===== src/rtl/tcmp_pkg.sv =====
// Package: register numbers and status-word layout shared by the
// timer-compare interrupt unit. Assumes a 32-bit status and cause word.
package tcmp_pkg;
    localparam int unsigned WORD_W = 32;
    localparam int unsigned RNUM_W = 5;

    localparam logic [RNUM_W-1:0] RN_COUNT   = 5'd9;
    localparam logic [RNUM_W-1:0] RN_COMPARE = 5'd11;
    localparam logic [RNUM_W-1:0] RN_STATUS  = 5'd12;
    localparam logic [RNUM_W-1:0] RN_CAUSE   = 5'd13;

    // status field positions
    localparam int unsigned ST_IE   = 0;
    localparam int unsigned ST_EXL  = 1;
    localparam int unsigned ST_ERL  = 2;
    localparam int unsigned ST_MSK  = 8;
    localparam int unsigned ST_RE   = 25;
    localparam int unsigned SRC_N   = 8;

    // writable status bits: 28, 24:16, 15:0 ; bit 25 held at zero
    localparam logic [WORD_W-1:0] ST_WMASK = 32'h11FF_FFFF;
    localparam logic [WORD_W-1:0] ST_RESET = 32'h0000_0004;

    // position of the pending byte inside the cause word
    localparam int unsigned CA_PEND = 8;
endpackage


===== src/rtl/tcmp_counter.sv =====
// Module: tcmp_counter
// Holds the free-running counter, the compare value and the sticky
// timer-pending flag. Assumes writes arrive already decoded. The compare
// value has no reset state; software must load it before relying on it.
module tcmp_counter #(
    parameter int unsigned DATA_W = 32
) (
    input  logic              clk,
    input  logic              rst_n,
    input  logic              tick_en,
    input  logic              cnt_wr,
    input  logic              cmp_wr,
    input  logic [DATA_W-1:0] wdata,
    output logic [DATA_W-1:0] cnt_q,
    output logic [DATA_W-1:0] cmp_q,
    output logic              timer_pend
);
    localparam logic [DATA_W-1:0] ONE = DATA_W'(1);

    logic hit;

    // Counter: load on write, otherwise advance on an enabled tick
    always_ff @(posedge clk) begin
        if (!rst_n)       cnt_q <= '0;
        else if (cnt_wr)  cnt_q <= wdata;
        else if (tick_en) cnt_q <= cnt_q + ONE;
    end

    // Compare value: plain storage, deliberately not reset
    always_ff @(posedge clk) begin
        if (cmp_wr) cmp_q <= wdata;
    end

    // Equality between the two stored values
    always_comb hit = (cnt_q == cmp_q);

    // Pending flag: a compare write clears it and beats a match; a match sets it
    always_ff @(posedge clk) begin
        if (!rst_n)      timer_pend <= 1'b0;
        else if (cmp_wr) timer_pend <= 1'b0;
        else if (hit)    timer_pend <= 1'b1;
    end


    count_step_chk: assert property (@(posedge clk) disable iff (!rst_n)
        (tick_en && !cnt_wr) |=> (cnt_q == $past(cnt_q) + ONE));

    count_load_chk: assert property (@(posedge clk) disable iff (!rst_n)
        cnt_wr |=> (cnt_q == $past(wdata)));

    timer_set_chk: assert property (@(posedge clk) disable iff (!rst_n)
        (cnt_q == cmp_q && !cmp_wr) |=> timer_pend);

    timer_hold_chk: assert property (@(posedge clk) disable iff (!rst_n)
        (timer_pend && !cmp_wr) |=> timer_pend);

    timer_clear_chk: assert property (@(posedge clk) disable iff (!rst_n)
        cmp_wr |=> !timer_pend);
endmodule


===== src/rtl/tcmp_status.sv =====
// Module: tcmp_status
// Status word storage. Only the bits set in the write mask can take a
// written value; the rest, including the endian-reverse bit, stay zero.
module tcmp_status
    import tcmp_pkg::*;
(
    input  logic              clk,
    input  logic              rst_n,
    input  logic              st_wr,
    input  logic [WORD_W-1:0] wdata,
    output logic [WORD_W-1:0] status_q
);
    logic [WORD_W-1:0] status_d;

    // Filter written data through the writable-bit mask
    always_comb status_d = wdata & ST_WMASK;

    // Status register with its reset value
    always_ff @(posedge clk) begin
        if (!rst_n)     status_q <= ST_RESET;
        else if (st_wr) status_q <= status_d;
    end


    re_zero_chk: assert property (@(posedge clk) disable iff (!rst_n)
        !status_q[ST_RE]);

    st_low_wr_chk: assert property (@(posedge clk) disable iff (!rst_n)
        st_wr |=> (status_q[15:0] == $past(wdata[15:0])));
endmodule


===== src/rtl/tcmp_cause_gate.sv =====
// Module: tcmp_cause_gate
// Builds the pending byte from the timer flag, the live hardware lines
// and the software bits, then gates it with mask and enable bits into
// the interrupt request. Hardware lines are not latched.
module tcmp_cause_gate
    import tcmp_pkg::*;
#(
    parameter int unsigned HW_W    = 5,
    parameter int unsigned HW_LIVE = 3,
    parameter int unsigned SW_W    = 2
) (
    input  logic              clk,
    input  logic              rst_n,
    input  logic              cause_wr,
    input  logic [SW_W-1:0]   sw_wdata,
    input  logic [HW_W-1:0]   hw_int,
    input  logic              timer_pend,
    input  logic              g_en,
    input  logic              exl,
    input  logic              erl,
    input  logic [SRC_N-1:0]  src_mask,
    output logic [WORD_W-1:0] cause_q,
    output logic              irq_req
);
    localparam logic [HW_W-1:0] LIVE_MASK = HW_W'((1 << HW_LIVE) - 1);

    logic [SW_W-1:0]  sw_q;
    logic [HW_W-1:0]  hw_eff;
    logic [SRC_N-1:0] pend;

    // Software pending bits, written only through the cause register
    always_ff @(posedge clk) begin
        if (!rst_n)        sw_q <= '0;
        else if (cause_wr) sw_q <= sw_wdata;
    end

    // Dead hardware lines are forced low
    always_comb hw_eff = hw_int & LIVE_MASK;

    // Pending byte: timer on top, hardware in the middle, software at the bottom
    always_comb pend = {timer_pend, hw_eff, sw_q};

    // Cause word with the pending byte placed at its field
    always_comb begin
        cause_q = '0;
        cause_q[CA_PEND +: SRC_N] = pend;
    end

    // Request: enabled, not at an exception level, some unmasked source
    always_comb irq_req = g_en && !exl && !erl && (|(pend & src_mask));


    irq_block_chk: assert property (@(posedge clk) disable iff (!rst_n)
        (!g_en || exl || erl) |-> !irq_req);

    dead_line_chk: assert property (@(posedge clk) disable iff (!rst_n)
        cause_q[14:13] == 2'b00);

    sw_write_chk: assert property (@(posedge clk) disable iff (!rst_n)
        cause_wr |=> (cause_q[9:8] == $past(sw_wdata)));
endmodule


===== src/rtl/tcmp_irq_unit.sv =====
// Module: tcmp_irq_unit (top)
// Register-number decode, read mux and interconnect of the counter,
// status and cause/gating pieces. Reads are combinational; writes take
// effect at the clock edge on which reg_wr is high.
module tcmp_irq_unit
    import tcmp_pkg::*;
#(
    parameter int unsigned HW_W    = 5,
    parameter int unsigned HW_LIVE = 3,
    parameter int unsigned SW_W    = 2
) (
    input  logic              clk,
    input  logic              rst_n,
    input  logic              tick_en,
    input  logic              reg_wr,
    input  logic [RNUM_W-1:0] reg_addr,
    input  logic [WORD_W-1:0] reg_wdata,
    output logic [WORD_W-1:0] reg_rdata,
    input  logic [HW_W-1:0]   hw_int,
    output logic              irq_req
);
    logic              wr_cnt, wr_cmp, wr_st, wr_cause;
    logic [WORD_W-1:0] cnt_q, cmp_q, status_q, cause_q;
    logic              timer_pend;

    // Write decode by register number
    always_comb begin
        wr_cnt   = reg_wr && (reg_addr == RN_COUNT);
        wr_cmp   = reg_wr && (reg_addr == RN_COMPARE);
        wr_st    = reg_wr && (reg_addr == RN_STATUS);
        wr_cause = reg_wr && (reg_addr == RN_CAUSE);
    end

    tcmp_counter #(.DATA_W(WORD_W)) u_cnt (
        .clk        (clk),
        .rst_n      (rst_n),
        .tick_en    (tick_en),
        .cnt_wr     (wr_cnt),
        .cmp_wr     (wr_cmp),
        .wdata      (reg_wdata),
        .cnt_q      (cnt_q),
        .cmp_q      (cmp_q),
        .timer_pend (timer_pend)
    );

    tcmp_status u_st (
        .clk      (clk),
        .rst_n    (rst_n),
        .st_wr    (wr_st),
        .wdata    (reg_wdata),
        .status_q (status_q)
    );

    tcmp_cause_gate #(.HW_W(HW_W), .HW_LIVE(HW_LIVE), .SW_W(SW_W)) u_gate (
        .clk        (clk),
        .rst_n      (rst_n),
        .cause_wr   (wr_cause),
        .sw_wdata   (reg_wdata[CA_PEND +: SW_W]),
        .hw_int     (hw_int),
        .timer_pend (timer_pend),
        .g_en       (status_q[ST_IE]),
        .exl        (status_q[ST_EXL]),
        .erl        (status_q[ST_ERL]),
        .src_mask   (status_q[ST_MSK +: SRC_N]),
        .cause_q    (cause_q),
        .irq_req    (irq_req)
    );

    // Read mux; unmapped numbers return zero
    always_comb begin
        unique case (reg_addr)
            RN_COUNT:   reg_rdata = cnt_q;
            RN_COMPARE: reg_rdata = cmp_q;
            RN_STATUS:  reg_rdata = status_q;
            RN_CAUSE:   reg_rdata = cause_q;
            default:    reg_rdata = '0;
        endcase
    end


    reset_quiet_chk: assert property (@(posedge clk)
        !rst_n |=> (!irq_req && cnt_q == '0));
endmodule


===== config.mk =====
export PLATFORM = sky130hd
export DESIGN_NAME = tcmp_irq_unit
export DESIGN_NICKNAME = d
export VERILOG_FILES = /design/src/rtl/tcmp_pkg.sv /design/src/rtl/tcmp_counter.sv /design/src/rtl/tcmp_status.sv /design/src/rtl/tcmp_cause_gate.sv /design/src/rtl/tcmp_irq_unit.sv
export SDC_FILE = /design/constraint.sdc
export NUM_CORES = 1
export LEC_CHECK = 0
export CAP_MARGIN = 5
export CORE_MARGIN = 2
export CORE_UTILIZATION = 60
export CTS_BUF_LIST = sky130_fd_sc_hd__clkbuf_8
export CTS_CLUSTER_DIAMETER = 100
export DETAILED_ROUTE_END_ITERATION = 8
export PLACE_DENSITY = 0.95
export SETUP_SLACK_MARGIN = 0.3
export SYNTH_ARGS = -nofsm -noshare
export SYNTH_HDL_FRONTEND = slang
export SYNTH_SLANG_ARGS = --single-unit

===== constraint.sdc =====
create_clock -name clk -period 7.7 [get_ports clk]
set_clock_uncertainty 0.15 [all_clocks]
set_input_delay 0.77 -clock clk [delete_from_list [all_inputs] [get_ports clk]]
set_output_delay 0.77 -clock clk [all_outputs]
set_load 0.01 [all_outputs]

==> impl_results.rst <==
.. list-table::
   :header-rows: 1

   * - Metric
     - Value
   * - Setup crit start kind
     - input pin
   * - Remaining antenna violation count after routing
     - 0
   * - Number of gates resized after CTS
     - 0
   * - Final setup violation count
     - 0
   * - Maximum net fanout on the critical path
     - 35
   * - Fraction of the yosys area taken by sequential cells
     - 0.4461
   * - Period minus WS final
     - 4.570 ns
   * - Placed Area
     - about 5500 um2
   * - Clock insertion delay at the later pin of the skew report
     - roughly 0.36 ns
   * - Starting Density
     - 0.6264
   * - Slew @ Worst Pin
     - ~1.1 ns
   * - Clock transition at path regs
     - about 0.09 ns
   * - WP data arrival
     - ~3.7 ns
   * - Number of distinct library cells after synthesis
     - 44
   * - Total detailed-routing wirelength
     - between 10 and 15 mm
   * - Area growth, synth to finish
     - 18.34%
   * - Type of the setup path with the least slack
     - input pin to output pin
   * - Average wire length per cell after detail routing
     - approximately 19 um
   * - Hold Path Class
     - register to register
   * - Ratio of cells with drive above 1 in the final layout
     - 0.05111
   * - Pre-CTS setup slack
     - 3.215 ns
   * - Core Footprint
     - 7807 um2
   * - Share of synthesized registers carrying an async set or reset
     - 0
   * - # port buffers
     - 76
   * - Global route total overflow
     - 0
   * - Post-route setup slack
     - approximately 3.1 ns
   * - Clock root buffer master
     - sky130_fd_sc_hd__clkbuf_8
   * - Post-CTS setup buffer count
     - 0
   * - Num rows
     - 32
   * - Number of global-route vias before repair
     - about 4300
   * - Number of instances in the synthesized netlist
     - roughly 540
   * - Pins Over Slew Limit
     - 0
   * - Router iterations before antenna repair
     - 4
   * - Post-route design area
     - between 5000 and 6000 um2
   * - HPWL after detailed placement
     - 8.861 mm
   * - Hold buffers post-CTS
     - 0
   * - Unrepaired setup endpoints after global routing
     - no
   * - Number of max-cap violations
     - 0
   * - Proportion of netlist area held by the largest area contributor
     - 0.2497
   * - Net total in the final layout
     - ~630
   * - Required time of the critical path
     - just under 7 ns
   * - Leakage
     - around 1.9 nW
   * - Cell area after synthesis
     - 4891 um2
   * - Net count of the mapped netlist
     - roughly 580
   * - Clock sink total
     - 93
   * - Cell Pwr Density
     - 172.1 nW/um2
   * - Clock buffers created by TritonCTS
     - 9
   * - Maximum number of pins on one net before global-route repair
     - 64
   * - Mean Syn Cell Area
     - approximately 9 um2
   * - Run status
     - finished clean
   * - Level count of the clock H-tree
     - 3
   * - Die Area
     - between 8000 and 9000 um2
   * - Initial antenna violation count
     - 0
   * - Most used flip-flop cell after synthesis
     - sky130_fd_sc_hd__dfxtp_1
   * - Yosys synthesis warning count
     - 0
   * - Synthesis-stage register bit count
     - 93
   * - Number of primary I/O pins
     - 79
   * - Filler cell count
     - slightly below 600
   * - Wire length of the first global-routing pass
     - between 20 and 25 mm
   * - Highest Clock Rate
     - about 220 MHz
   * - Endpoints failing hold
     - 0
   * - Peak supply drop
     - approximately 110 uV
   * - Period Utilization, post-route
     - 0.5936
   * - Pwr Total
     - ~1000 uW
   * - Total Neg Setup Slack
     - 0 ns
   * - Overall via count from detail_route
     - around 4300
   * - Relative max-transition margin
     - 0.2388
   * - Number of enable-type register cells in the synthesized netlist
     - 32
   * - Leading area contributor after synthesis
     - sky130_fd_sc_hd__dfxtp_1
   * - Leading cell types by total area after synthesis
     - sky130_fd_sc_hd__dfxtp_1 (25%), sky130_fd_sc_hd__edfxtp_1 (20%), sky130_fd_sc_hd__xnor2_1 (8.8%)
   * - Longest Clk Path Bufs
     - 2
   * - Die width
     - ~94 um
   * - Clock tree from TritonCTS
     - built
   * - Hold WS
     - just over 0.3 ns
   * - First-iteration detailed-routing DRC count
     - 401
   * - Via count normalized by instance count
     - slightly above 6
   * - Die Y-Extent
     - approximately 94 um
   * - CP endpoint kind
     - output pin
   * - Drc violations
     - 0
   * - Antenna Diode Count
     - 0
   * - Final weighted congestion in routability-driven placement
     - 0.8918
   * - GRT Util Overall
     - 0.3038
## cell families after synthesis
group                    after synthesis  share of synthesized area
flip-flops                            93                     0.4461
XOR/XNOR                              62                     0.1110
AND/OR/NAND/NOR                      183                     0.1860
AO/OA/AOI/OAI                        114                     0.1284
buffers and inverters                 49                    0.05833
adder cells (fa/ha/maj)                1                   0.002558
multiplexers                          33                    0.06754
## power by group
part / internal, mW / total, mW / switching [mW]
sequential: 0.513 / 0.521 / 0.00754
combinational: 0.0392 / 0.0768 / 0.0376
clock: 0.217 / 0.399 / 0.181
## through the flow
step	utilization	std cells
2_1_floorplan	-	535
3_3_place_gp	0.7101	673
3_5_place_dp	0.7101	673
4_1_cts	0.7413	689
5_1_grt	0.7413	689
6_report	0.7413	689
## Yosys cell counts, drive strengths merged, types with 2 or more instances
cell type	count
buf	25
a211oi	11
and2	5
xnor2	49
and4	7
xor2	13
nor4	4
edfxtp	32
nor2	23
and3	3
a21oi	46
mux2i	33
inv	4
nor3	8
a22oi	8
clkbuf	20
o22ai	2
nand4	20
dfxtp	61
nand2	90
o21ai	45
nand3	14
## critical path, cell delays in order
cell                              delay [ns]
sky130_fd_sc_hd__buf_2                  0.46
sky130_fd_sc_hd__nor4bb_1               0.44
sky130_fd_sc_hd__and2b_1                0.94
sky130_fd_sc_hd__a22oi_1                0.26
sky130_fd_sc_hd__o21ai_0                0.18
sky130_fd_sc_hd__clkdlybuf4s50_1        0.59
## per-layer routing
layer | share of wire | wire (um) | vias up | track usage
li1 | - | - | 1971 | -
met2 | 0.50 | 6487 | 196 | 0.5161
met1 | 0.41 | 5338 | 2063 | 0.3839
met3 | 0.071 | 928 | 35 | 0.04815
met5 | 0 | 0 | - | 0
met4 | 0.025 | 322 | 0 | 0.1268
## cell type report
| cell class | instances | area [um2] | area share |
|---|---|---|---|
| clock buffer | 9 | 123.9 | 0.02140 |
| multi-input combinational | 393 | 2426 | 0.4192 |
| clock inverter | 7 | 120.1 | 0.02075 |
| sequential | 93 | 2182 | 0.3770 |
| tap | 102 | 127.6 | 0.02205 |
| inverter | 4 | 15.01 | 0.002594 |
| timing repair buffer | 81 | 793.3 | 0.1371 |
## final timing paths
check                                  startpoint           endpoint  slack [ns]  cells past startpoint
worst max-delay path                  reg_addr[1]      reg_rdata[15]        3.13                      6
worst min-delay path            u_st.status_q[16]  u_st.status_q[16]        0.31                      2
worst max register to register     u_cnt.cnt_q[0]    u_cnt.cnt_q[22]        5.51                      6
worst min register to register  u_st.status_q[16]  u_st.status_q[16]        0.31                      2
## registers in the layout, summed over array words and instances (netlist names)
register,flops
u_cnt.cmp_q,32
u_cnt.cnt_q,32
u_cnt.timer_pend,1
u_gate.sw_q,2
u_st.status_q,26
## layout by cell type (no fill, tap or decap), drive strengths merged, types with 13 or more instances in the layout
cell type / synthesis / routed
a21oi: 46 / 46
clkdlybuf4s50: 0 / 75
dfxtp: 61 / 61
edfxtp: 32 / 32
mux2i: 33 / 33
nand2: 90 / 90
nand3: 14 / 14
nand4: 20 / 20
nor2: 23 / 23
o21ai: 45 / 45
xnor2: 49 / 49
xor2: 13 / 13
Power figures use the tool's default switching activity.
